$ cat config.mk
export PLATFORM = sky130hd
export DESIGN_NAME = bus_arbiter
export DESIGN_NICKNAME = d
export VERILOG_FILES = /design/src/rtl/arb_pkg.sv /design/src/rtl/arb_rr_pick.sv /design/src/rtl/arb_idle_timer.sv /design/src/rtl/bus_arbiter.sv
export SDC_FILE = /design/constraint.sdc
export NUM_CORES = 1
export LEC_CHECK = 0
export CORE_MARGIN = 5
export CORE_UTILIZATION = 35
export CTS_BUF_LIST = sky130_fd_sc_hd__clkbuf_8
export CTS_CLUSTER_SIZE = 20
export DETAILED_ROUTE_END_ITERATION = 12
export PLACE_DENSITY = 0.52
export RECOVER_POWER = 25
export SKIP_CTS_REPAIR_TIMING = 1
export SLEW_MARGIN = 10
export SYNTH_ARGS = -nofsm -noshare
export SYNTH_HDL_FRONTEND = slang
export SYNTH_SLANG_ARGS = --single-unit
$ cat constraint.sdc
create_clock -name clk -period 11.75 [get_ports clk]
set_input_delay 2.9375 -clock clk [delete_from_list [all_inputs] [get_ports clk]]
set_output_delay 2.9375 -clock clk [all_outputs]
set_load 0.1 [all_outputs]
$ cat src/rtl/arb_pkg.sv
package arb_pkg;

   // grant machine: a grant is held, or the bus passes through one empty cycle
   typedef enum logic {
      ST_GRANT = 1'b0,
      ST_GAP   = 1'b1
   } arb_state_e;

   // group numbers used to index round-robin pointers
   localparam logic GRP_HIGH = 1'b0;
   localparam logic GRP_LOW  = 1'b1;

endpackage

$ cat src/rtl/arb_rr_pick.sv
module arb_rr_pick #(
   parameter int N  = 10,
   parameter int IW = (N > 1) ? $clog2(N) : 1
) (
   input  logic [N-1:0]  req,
   input  logic [IW-1:0] ptr,
   output logic          found,
   output logic [IW-1:0] idx
);

   logic [IW:0] probe;

   // scan upward from the slot after ptr, wrapping, and take the first requester
   always_comb begin
      found = 1'b0;
      idx   = '0;
      probe = '0;
      for (int off = 1; off <= N; off++) begin
         probe = {1'b0, ptr} + (IW+1)'(off);
         if (probe >= (IW+1)'(N)) probe = probe - (IW+1)'(N);
         if (!found && req[probe[IW-1:0]]) begin
            found = 1'b1;
            idx   = probe[IW-1:0];
         end
      end
   end

endmodule

$ cat src/rtl/arb_idle_timer.sv
module arb_idle_timer #(
   parameter int LIMIT = 16,
   parameter int CW    = $clog2(LIMIT + 1)
) (
   input  logic clk,
   input  logic rst_n,
   input  logic clr,
   input  logic en,
   output logic expire
);

   logic [CW-1:0] cnt_q;

   assign expire = en && (cnt_q == CW'(LIMIT - 1));

   always_ff @(posedge clk) begin
      if (!rst_n)             cnt_q <= '0;
      else if (clr || expire) cnt_q <= '0;
      else if (en)            cnt_q <= cnt_q + 1'b1;
   end

   // the owner's grant is dropped after an expiry, so it cannot fire twice in a row
   p_expire_single_r9: assert property (@(posedge clk) disable iff (!rst_n)
      expire |=> !expire);

endmodule

$ cat src/rtl/bus_arbiter.sv
module bus_arbiter
   import arb_pkg::*;
#(
   parameter int N_EXT      = 9,
   parameter int IDLE_LIMIT = 16
) (
   input  logic             clk,
   input  logic             rst_n,
   input  logic [N_EXT-1:0] req_n,
   input  logic             int_req,
   input  logic             bus_idle,
   input  logic             frame_start,
   input  logic [N_EXT-1:0] prio_sel,
   output logic [N_EXT-1:0] gnt_n,
   output logic             int_gnt
);

   localparam int NM      = N_EXT + 1;
   localparam int IW      = $clog2(NM);
   localparam int INT_IDX = N_EXT;

   if (N_EXT < 1 || N_EXT > 31) begin : g_bad_count
      $error("bus_arbiter: N_EXT out of range");
   end
   if (IDLE_LIMIT < 2) begin : g_bad_limit
      $error("bus_arbiter: IDLE_LIMIT must be at least 2");
   end

   arb_state_e    state_q;
   logic [IW-1:0] owner_q;
   logic          used_q;
   logic [IW-1:0] ptr_q [2];

   logic [NM-1:0] req_vec, grp_hi, own_oh, cand, gv;
   logic [1:0]    g_found;
   logic [IW-1:0] g_idx [2];
   logic          win_valid, win_grp, own_grp, owner_req;
   logic [IW-1:0] winner;
   logic          tmr_en, tmr_clr, expire, switch_go;

   assign req_vec = {int_req, ~req_n};
   assign grp_hi  = {1'b1, prio_sel};

   always_comb begin
      own_oh          = '0;
      own_oh[owner_q] = 1'b1;
   end

   assign gv        = (state_q == ST_GRANT) ? own_oh : '0;
   assign gnt_n     = ~gv[N_EXT-1:0];
   assign int_gnt   = gv[INT_IDX];
   assign owner_req = req_vec[owner_q];
   assign cand      = req_vec & ~own_oh;

   // one picker per priority group
   for (genvar g = 0; g < 2; g++) begin : g_grp
      logic [NM-1:0] grp_req;
      assign grp_req = (g == 0) ? (cand & grp_hi) : (cand & ~grp_hi);
      arb_rr_pick #(.N(NM), .IW(IW)) u_pick (
         .req   (grp_req),
         .ptr   (ptr_q[g]),
         .found (g_found[g]),
         .idx   (g_idx[g])
      );
   end

   assign win_valid = |g_found;
   assign win_grp   = g_found[0] ? GRP_HIGH : GRP_LOW;
   assign winner    = g_found[0] ? g_idx[0] : g_idx[1];
   assign own_grp   = grp_hi[owner_q] ? GRP_HIGH : GRP_LOW;

   // count only for an owner still waiting to start its first frame
   assign tmr_en  = (state_q == ST_GRANT) && owner_req && !used_q &&
                    bus_idle && !frame_start;
   assign tmr_clr = (state_q != ST_GRANT) || frame_start;

   arb_idle_timer #(.LIMIT(IDLE_LIMIT)) u_timer (
      .clk    (clk),
      .rst_n  (rst_n),
      .clr    (tmr_clr),
      .en     (tmr_en),
      .expire (expire)
   );

   assign switch_go = (state_q == ST_GRANT) && bus_idle && !frame_start &&
                      win_valid && (!owner_req || used_q);

   always_ff @(posedge clk) begin
      if (!rst_n) begin
         state_q  <= ST_GRANT;
         owner_q  <= IW'(INT_IDX);
         used_q   <= 1'b0;
         ptr_q[0] <= IW'(INT_IDX);
         ptr_q[1] <= IW'(INT_IDX);
      end else begin
         case (state_q)
            ST_GAP: begin
               state_q <= ST_GRANT;
            end
            default: begin
               if (expire) begin
                  state_q          <= ST_GAP;
                  used_q           <= 1'b0;
                  ptr_q[own_grp]   <= owner_q;
                  owner_q          <= win_valid ? winner : IW'(INT_IDX);
                  if (win_valid) ptr_q[win_grp] <= winner;
               end else if (switch_go) begin
                  state_q        <= ST_GAP;
                  used_q         <= 1'b0;
                  owner_q        <= winner;
                  ptr_q[win_grp] <= winner;
               end else if (frame_start) begin
                  used_q <= 1'b1;
               end
            end
         endcase
      end
   end

   // ---------------- assertions ----------------
   p_gap_one_cycle_r5: assert property (@(posedge clk) disable iff (!rst_n)
      ($past(gv) == '0) |-> (gv != '0));

   p_no_direct_handover_r5: assert property (@(posedge clk) disable iff (!rst_n)
      ((gv != '0) && ($past(gv) != '0)) |-> (gv == $past(gv)));

   p_move_when_idle_r4: assert property (@(posedge clk) disable iff (!rst_n)
      (($past(gv) != '0) && (gv != $past(gv))) |->
         ($past(bus_idle) && !$past(frame_start)));

   p_park_r3: assert property (@(posedge clk) disable iff (!rst_n)
      (($past(req_vec) == '0) && ($past(gv) != '0)) |-> (gv == $past(gv)));

   p_new_grant_requested_r2: assert property (@(posedge clk) disable iff (!rst_n)
      ($past(gv) == '0) |-> (((gv & $past(req_vec, 2)) != '0) || gv[INT_IDX]));

   p_single_grant_r2: assert property (@(posedge clk) disable iff (!rst_n)
      $onehot0({int_gnt, ~gnt_n}));

endmodule

==> metrics.md, run 1 <==
| Metric | Value |
|---|---|
| Status | complete, no violations |
| Synth area leaders | ha_1, mux2i_1, nand2_1, edfxtp_1, nor2_1 |
| Highest routed layer | met4 |
| Met1 wire length | around 11000 um |
| Total GRT Usage | roughly a fifth |
| Post-Synthesis Mean Instance Area | around 7.6 sq um |
| Global-route wire length before repair | roughly 36000 um |
| ANT cells | 0 |
| Wirelength per Cell | ~20 um |
| Clk_skew | roughly 3.4 ps |
| WHS Path Cells | 2 |
| Worst Tran Pin Value | roughly 990 ps |
| Post-route DRC | 0 |
| Number of global-route vias before repair | between 6000 and 7000 |
| WS Path Type | primary input to register |
| Clock buffer depth | 2 |
| Via count | between 7000 and 8000 |
| Vias per cell | approximately 6.1 |
| Final Cycle Share | between 50% and 60% |
| Gpl congestion | about 0.95 |
| Routed wire length | 22700 um |
| Die W | about 150 um |
| GR Overflow Total | 0 |
| Post-route ant nets | 0 |
| Final setup violation count | 0 |
| EDFF count, synth | 8 |
| #FFs+latches synth | 19 |
| Worst EP arrival | between 6000 and 7000 ps |
| Int Power | approximately 460 uW |
| Sw Share | between 50% and 60% |
| Highest ir drop seen on vdd | between 0.2 and 0.25 mV |
| Cell area after synthesis | 6780 sq um |
| Setup_tns | 0 ps |
| Post-Syn Nets | about 970 |
| Post-synthesis sequential area ratio | under 10% |
| CP Capture Type | register |
| F_max | around 150 MHz |
| Area leader, netlist | ha_1 |
| Wire length on met2 | roughly 9600 um |
| Max_cap viols | 0 |
| IO buf count | 32 |
| I/O pins | 33 |
| H-tree Lvls | 1 |
| Switching pwr | around 630 uW |
| Worst-path clk slew | ~80 ps |
| Leak | 0.00270 uW |
| Worst Path Max Fanout | 13 |
| Yosys cell types | 119 |
| Worst Reg-to-Reg Cells | 16 |
| Num Clock Sinks | 19 |
| Root Buffer | clkbuf_8 |
| Rel. slew slack | approximately 34% |
| Area Growth Syn to Fin | 7.92% |
| RSZ-0062 raised after global routing | no |
| WP data required | about 12000 ps |
| Post-DP HPWL | between 15000 and 20000 um |
| Initial cell density of the core | between 30% and 40% |
| Clock power frac | around 4.3% |
| Placement Rows | slightly above 50 |
| Layout fillers | 2070 |
| Layout cells sized above 1 | 10.3% |
| Top FF cell, synth | dfxtp_1 |
| Core area | ~19000 sq um |
| Synth top area share | between 8 and 9% |
| Initial antenna violation count | 0 |
| Worst skew pair latency | 260 ps |
| Worst hold-check path type | register to register |
| Num CTS Buffers | 3 |
| Chip height | 149 um |
| DR WL met3 | between 1500 and 2000 um |
| Async set-or-reset flop fraction in the synthesized netlist | 0% |
| Slew Limit Fails | 0 |
| Pin count of the biggest net entering global routing | just over 40 |
| Cells after Synth | approximately 900 |
| Reg power frac | 8.5% |
| Synth Warn # | 0 |
| Pre-antenna DRT Iters | 6 |
| CTS tree | done |
| Nets | between 900 and 1000 |
| Period minus WS final | about 6600 ps |
| Critical path launch point type | primary input |
| Starting DRT DRC Count | 675 |
| Die ar. | 22300 sq um |
| Combinational Power Share | 87.2% |
| PD cells | ~150 nW/um^2 |
| Post-route total power | 1090 uW |
| Hold Fails Final Rpt | 0 |
==> final timing paths <==
check                                                endpoint  slack [ps]                     startpoint
worst min-delay path            u_timer.cnt_q[4]$_SDFFE_PP0P_         500  u_timer.cnt_q[4]$_SDFFE_PP0P_
worst max register to register          ptr_q[1][3]$_DFFE_PP_        6170          ptr_q[0][1]$_DFFE_PP_
worst max-delay path                    ptr_q[1][3]$_DFFE_PP_        5180                       req_n[6]
worst min register to register  u_timer.cnt_q[4]$_SDFFE_PP0P_         500  u_timer.cnt_q[4]$_SDFFE_PP0P_
==> Yosys cell counts (14+ instances only) <==
cell type	n
a21oi_1	46
nand2b_1	23
o21ai_0	43
xnor2_1	25
nor3b_1	14
nand3_1	30
nand2_1	73
and2_1	15
nor2_1	64
a211oi_1	17
nor3_1	32
nor2b_1	21
mux2i_1	33
inv_1	35
a21boi_0	16
clkbuf_1	15
o211ai_1	15
ha_1	46
==> cell families after synthesis <==
kind of cell	after synthesis	synth area share, %
DFF	19	6.79
buffers and inverters	80	5.87
AOI/OAI and AO/OA	288	32.0
adders and majority gates	48	9.08
xor gates and xnor gates	32	4.24
and+or+nand+nor	375	32.3
muxes	54	9.69
==> sequential cells by signal (all words and copies together), names as in the netlist <==
name / count
used_q: 1
ptr_q: 8
u_timer.cnt_q: 5
state_q: 1
owner_q: 4
==> routing by layer <==
layer / GRT usage, % / up-vias
met2: 29.1 / 257
met3: 2.31 / 29
met1: 30.6 / 3407
met4: 3.39 / 0
li1: - / 3481
met5: 0 / -
==> cell type report <==
type                       count  area, sq um  share of cell area [%]
multi-input combinational    797         5920                    80.9
sequential                    19          460                    6.29
inverter                      41          154                    2.10
tap                          265          332                    4.53
timing repair buffer          43          403                    5.51
clock inverter                 1         5.00                  0.0684
clock buffer                   3         41.3                   0.564
==> through the flow <==
step,hold WS (ps),utilization [%],cells,area (sq um),setup WS [ps]
global placement,479,37.7,1165,7270,5010
floorplan,442,-,896,6780,5880
global route,536,38.0,1169,7320,4910
finish,499,38.0,1169,7320,5180
detailed placement,487,37.7,1165,7270,4940
CTS,495,38.0,1169,7320,5220
==> power groups by stage <==
stage / Sequential, uW / Combinational, uW / Clock [uW]
3_5_place_dp: 93.6 / 928 / 0
6_report: 92.5 / 948 / 47.0
3_3_place_gp: 93.6 / 933 / 0
2_1_floorplan: 91.5 / 732 / 0
4_1_cts: 92.3 / 934 / 47.6
5_1_grt: 94.5 / 1030 / 49.4
==> critical path, cell delays in order <==
cell and delay (ps):
clkdlybuf4s50_1 520, nand3b_1 260, mux2i_1 610, nor3_1 160, nor4_1 550, and4bb_2 320, o211a_1 160, and4bb_4 270
a31oi_1 340, nand2_2 170, nand3_1 210
==> cells in the final DEF, fill, tap and decap left out, types with 10 or more instances in the layout <==
cell type	Yosys	final
nand2_1	73	73
nor2_1	64	64
a21oi_1	46	46
ha_1	46	46
o21ai_0	43	43
inv_1	35	35
mux2i_1	33	33
nor3_1	32	32
nand3_1	30	30
clkdlybuf4s50_1	0	27
xnor2_1	25	25
nand2b_1	23	23
nor2b_1	21	21
a211oi_1	17	17
a21boi_0	16	16
and2_1	15	15
o211ai_1	15	15
nor3b_1	14	14
a31oi_1	13	13
a21o_1	12	12
mux2_2	13	12
dfxtp_1	11	11
buf_4	6	11
nand4_1	10	10
No activity file was read; power rests on OpenSTA's default activity.
==> inputs of run 2 (changes only) <==
--- a/config.mk
+++ b/config.mk
@@ -10,7 +10,7 @@
 export CTS_BUF_LIST = sky130_fd_sc_hd__clkbuf_8
 export CTS_CLUSTER_SIZE = 20
 export DETAILED_ROUTE_END_ITERATION = 12
-export PLACE_DENSITY = 0.52
+export PLACE_DENSITY = 0.54
 export RECOVER_POWER = 25
 export SKIP_CTS_REPAIR_TIMING = 1
 export SLEW_MARGIN = 10
==> constraint.sdc (replaced) <==
create_clock -name clk -period 5.7 [get_ports clk]
set_input_delay 1.425 -clock clk [delete_from_list [all_inputs] [get_ports clk]]
set_output_delay 1.425 -clock clk [all_outputs]
set_load 0.1 [all_outputs]
==> run 2 against run 1 <==
  * Sequential cell count unchanged
  * Count of clock-buffer cells in the layout unchanged
  * Sequential share of layout area is essentially flat
  * Non-clock buffer count is 7 higher
  * Setup slack worse by 4600 ps
  * Via count increased by 0.84%
  * Die area stayed put
  * Design area increased by 0.72%
  * Combinational power rose by 100%
  * Clock skew about the same
  * Global-route usage hardly changed
  * Critical path type is now register to register
  * Critical endpoint is now ptr_q[1][2]$_DFFE_PP_
  * Largest power group unchanged
==> metrics.md, run 2 (same netlist as run 1, synthesis figures left out) <==
| Metric | Value |
|---|---|
| Number of global-route vias before repair | 6588 (+1.0%) |
| Top Family by Delay on Critical Path | simple AND/OR/NAND/NOR gates |
| RR Endpoint | ptr_q[1][2]$_DFFE_PP_ |
| Num CTS Buffers | 3 (unchanged) |
| Post-Place Cells | 1172 (+0.60%) |
| Cell Count, Final, Fillers Out | 1176 (+0.60%) |
| Pre-CTS setup slack | 438 ps (-4500 ps) |
| Worst path max stage delay | 600 ps (about the same) |
| CTS tree | done |
| Post-DP HPWL | 18200 um (+2.0%) |
| Worst skew pair latency | 260 ps (about the same) |
| Post-route DRC | 0 (unchanged) |
| Worst Path Max Fanout | 10 (-3) |
| Starting DRT DRC Count | 760 (+13%) |
| F_max | a little under 200 MHz |
| Commonest non-fill, non-tap cell in the layout | nand2_1 |
| RSZ-0062 raised after global routing | no |
| Placement Rows | 51 (unchanged) |
| Root Buffer | clkbuf_8 |
| Top cell by count, worst path | ha_1 |
| Most frequent cells in the layout | nand2_1, nor2_1, a21oi_1, ha_1, o21ai_0 |
| R2R setup slack | 590 ps (-5580 ps) |
| Initial cell density of the core | 35.2% (unchanged) |
| Total GRT Usage | 19.6% (-0.033 points) |
| Core area | 19300 sq um (unchanged) |
| Slew Limit Fails | 0 (unchanged) |
| Max_cap viols | 0 (unchanged) |
| Critical Path End | ptr_q[1][2]$_DFFE_PP_ |
| Layout cells sized above 1 | 11.0% (+0.69 points) |
| ANT cells | 0 (unchanged) |
| Die W | 149 um (unchanged) |
| Final setup violation count | 0 (unchanged) |
| Global-route wire length before repair | 35800 um (-0.50%) |
| Initial antenna violation count | 0 (unchanged) |
| IO buf count | 32 (unchanged) |
| Worst-path clk slew | 70 ps (about the same) |
| GR Overflow Total | 0 (unchanged) |
| Leak | 0.00274 uW (+1.3%) |
| Worst Reg-to-Reg Cells | 15 (-1) |
| Highest ir drop seen on vdd | 0.437 mV (+100%) |
| Vias per cell | 6.15 (+0.24%) |
| Worst EP arrival | 5080 ps (-1450 ps) |
| Hold_ws | 501 ps (+2.42 ps) |
| PD cells | 305 nW/um^2 (+110%) |
| Status | complete, no violations |
| I/O pins | 33 (unchanged) |
| CP Capture Type | register |
| Clk_skew | 3.69 ps (+0.280 ps) |
| Period minus WS final | around 5000 ps |
| WP depth | 15 (+4) |
| Pre-antenna DRT Iters | 5 (-1) |
| Via count | 7234 (+0.84%) |
| Wirelength per Cell | 19.2 um (-0.95%) |
| WP data required | 5670 ps (-6040 ps) |
| Pin count of the biggest net entering global routing | 38 (-7.3%) |
| Reg2reg start | ptr_q[1][0]$_DFFE_PP_ |
| Clock buffer depth | 2 (unchanged) |
| Setup WS post-layout | 594 ps (-4580 ps) |
| Worst hold-check path type | register to register |
| Crit-path slowest cell | edfxtp_1 |
| Rel. slew slack | 33.4% (-0.28 points) |
| WS Path Type | register to register |
| Max FFs per register | 8 (unchanged) |
| Routed wire length | 22600 um (-0.35%) |
| CP Cell Sequence | inv_1 -> ha_1 -> clkinv_1 -> ha_1 -> a21oi_1 -> a311oi_2 -> xnor2_1 -> mux2i_1 -> nor3_1 -> a311oi_1 -> nand4_2 -> nor3_4 -> a31oi_1 -> nand2_2 -> nand3_1 |
| Die ar. | 22300 sq um (unchanged) |
| Post-route ant nets | 0 (unchanged) |
| Final Cycle Share | between 80% and 90% |
| Biggest regs | ptr_q (8), u_timer.cnt_q (5), owner_q (4) |
| WP buf/inv | 2 (+1) |
| Chip height | 149 um (unchanged) |
| Worst Tran Pin Value | 996 ps (+4.25 ps) |
| Hold Fails Final Rpt | 0 (unchanged) |
| Worst Setup SP | ptr_q[1][0]$_DFFE_PP_ |
| Nets | 983 (+0.72%) |
| Num Clock Sinks | 19 (unchanged) |
| Fin util | 38.2% (+0.27 points) |
| Gpl congestion | 0.994 (+4.1%) |
| Top reg by flops | ptr_q |
| Critical path launch point type | register |
| Area Growth Syn to Fin | 8.69% |
| H-tree Lvls | 1 (unchanged) |
| Setup_tns | 0 ps (unchanged) |
## run 2: metal layers
metal	vias to the layer above	share of wire (%)	GRT usage [%]
li1	3497	-	-
met3	37	7.5	2.13
met1	3399	49	30.2
met2	301	42	29.3
met5	-	0	0
met4	0	2.2	4.21
## run 2: cell type report
class	instances	area (sq um)
sequential	19	460
clock inverter	1	5.00
tap	265	332
multi-input combinational	797	5920
clock buffer	3	41.3
timing repair buffer	50	455
fill	2056	11900
inverter	41	154
## run 2: stage by stage
stage,area (sq um),total power [uW]
after floorplan,6780,1700
after global placement,7320,2130
after detailed placement,7320,2110
after CTS,7370,2220
after global routing,7370,2440
final,7370,2250
## run 2: tightest hold or removal path, stage by stage (launching register included)
cell and delay (ps):
dfxtp_1 310, nor2_1 100, a211oi_1 50
## run 2: worst min-delay path by stage
| stage | start | end | cells after the start |
|---|---|---|---|
| floorplan | used_q$_SDFFE_PN0P_ | used_q$_SDFFE_PN0P_ | 2 |
| global placement | u_timer.cnt_q[4]$_SDFFE_PP0P_ | u_timer.cnt_q[4]$_SDFFE_PP0P_ | 2 |
| detailed placement | used_q$_SDFFE_PN0P_ | used_q$_SDFFE_PN0P_ | 2 |
| CTS | used_q$_SDFFE_PN0P_ | used_q$_SDFFE_PN0P_ | 2 |
| global route | u_timer.cnt_q[4]$_SDFFE_PP0P_ | u_timer.cnt_q[4]$_SDFFE_PP0P_ | 2 |
| finish | u_timer.cnt_q[4]$_SDFFE_PP0P_ | u_timer.cnt_q[4]$_SDFFE_PP0P_ | 2 |
## run 2: power breakdown
| group | switching, uW | total, uW | internal [uW] |
|---|---|---|---|
| registers | 67.9 | 231 | 163 |
| logic | 1190 | 1930 | 738 |
| clock network | 46.0 | 94.6 | 48.6 |
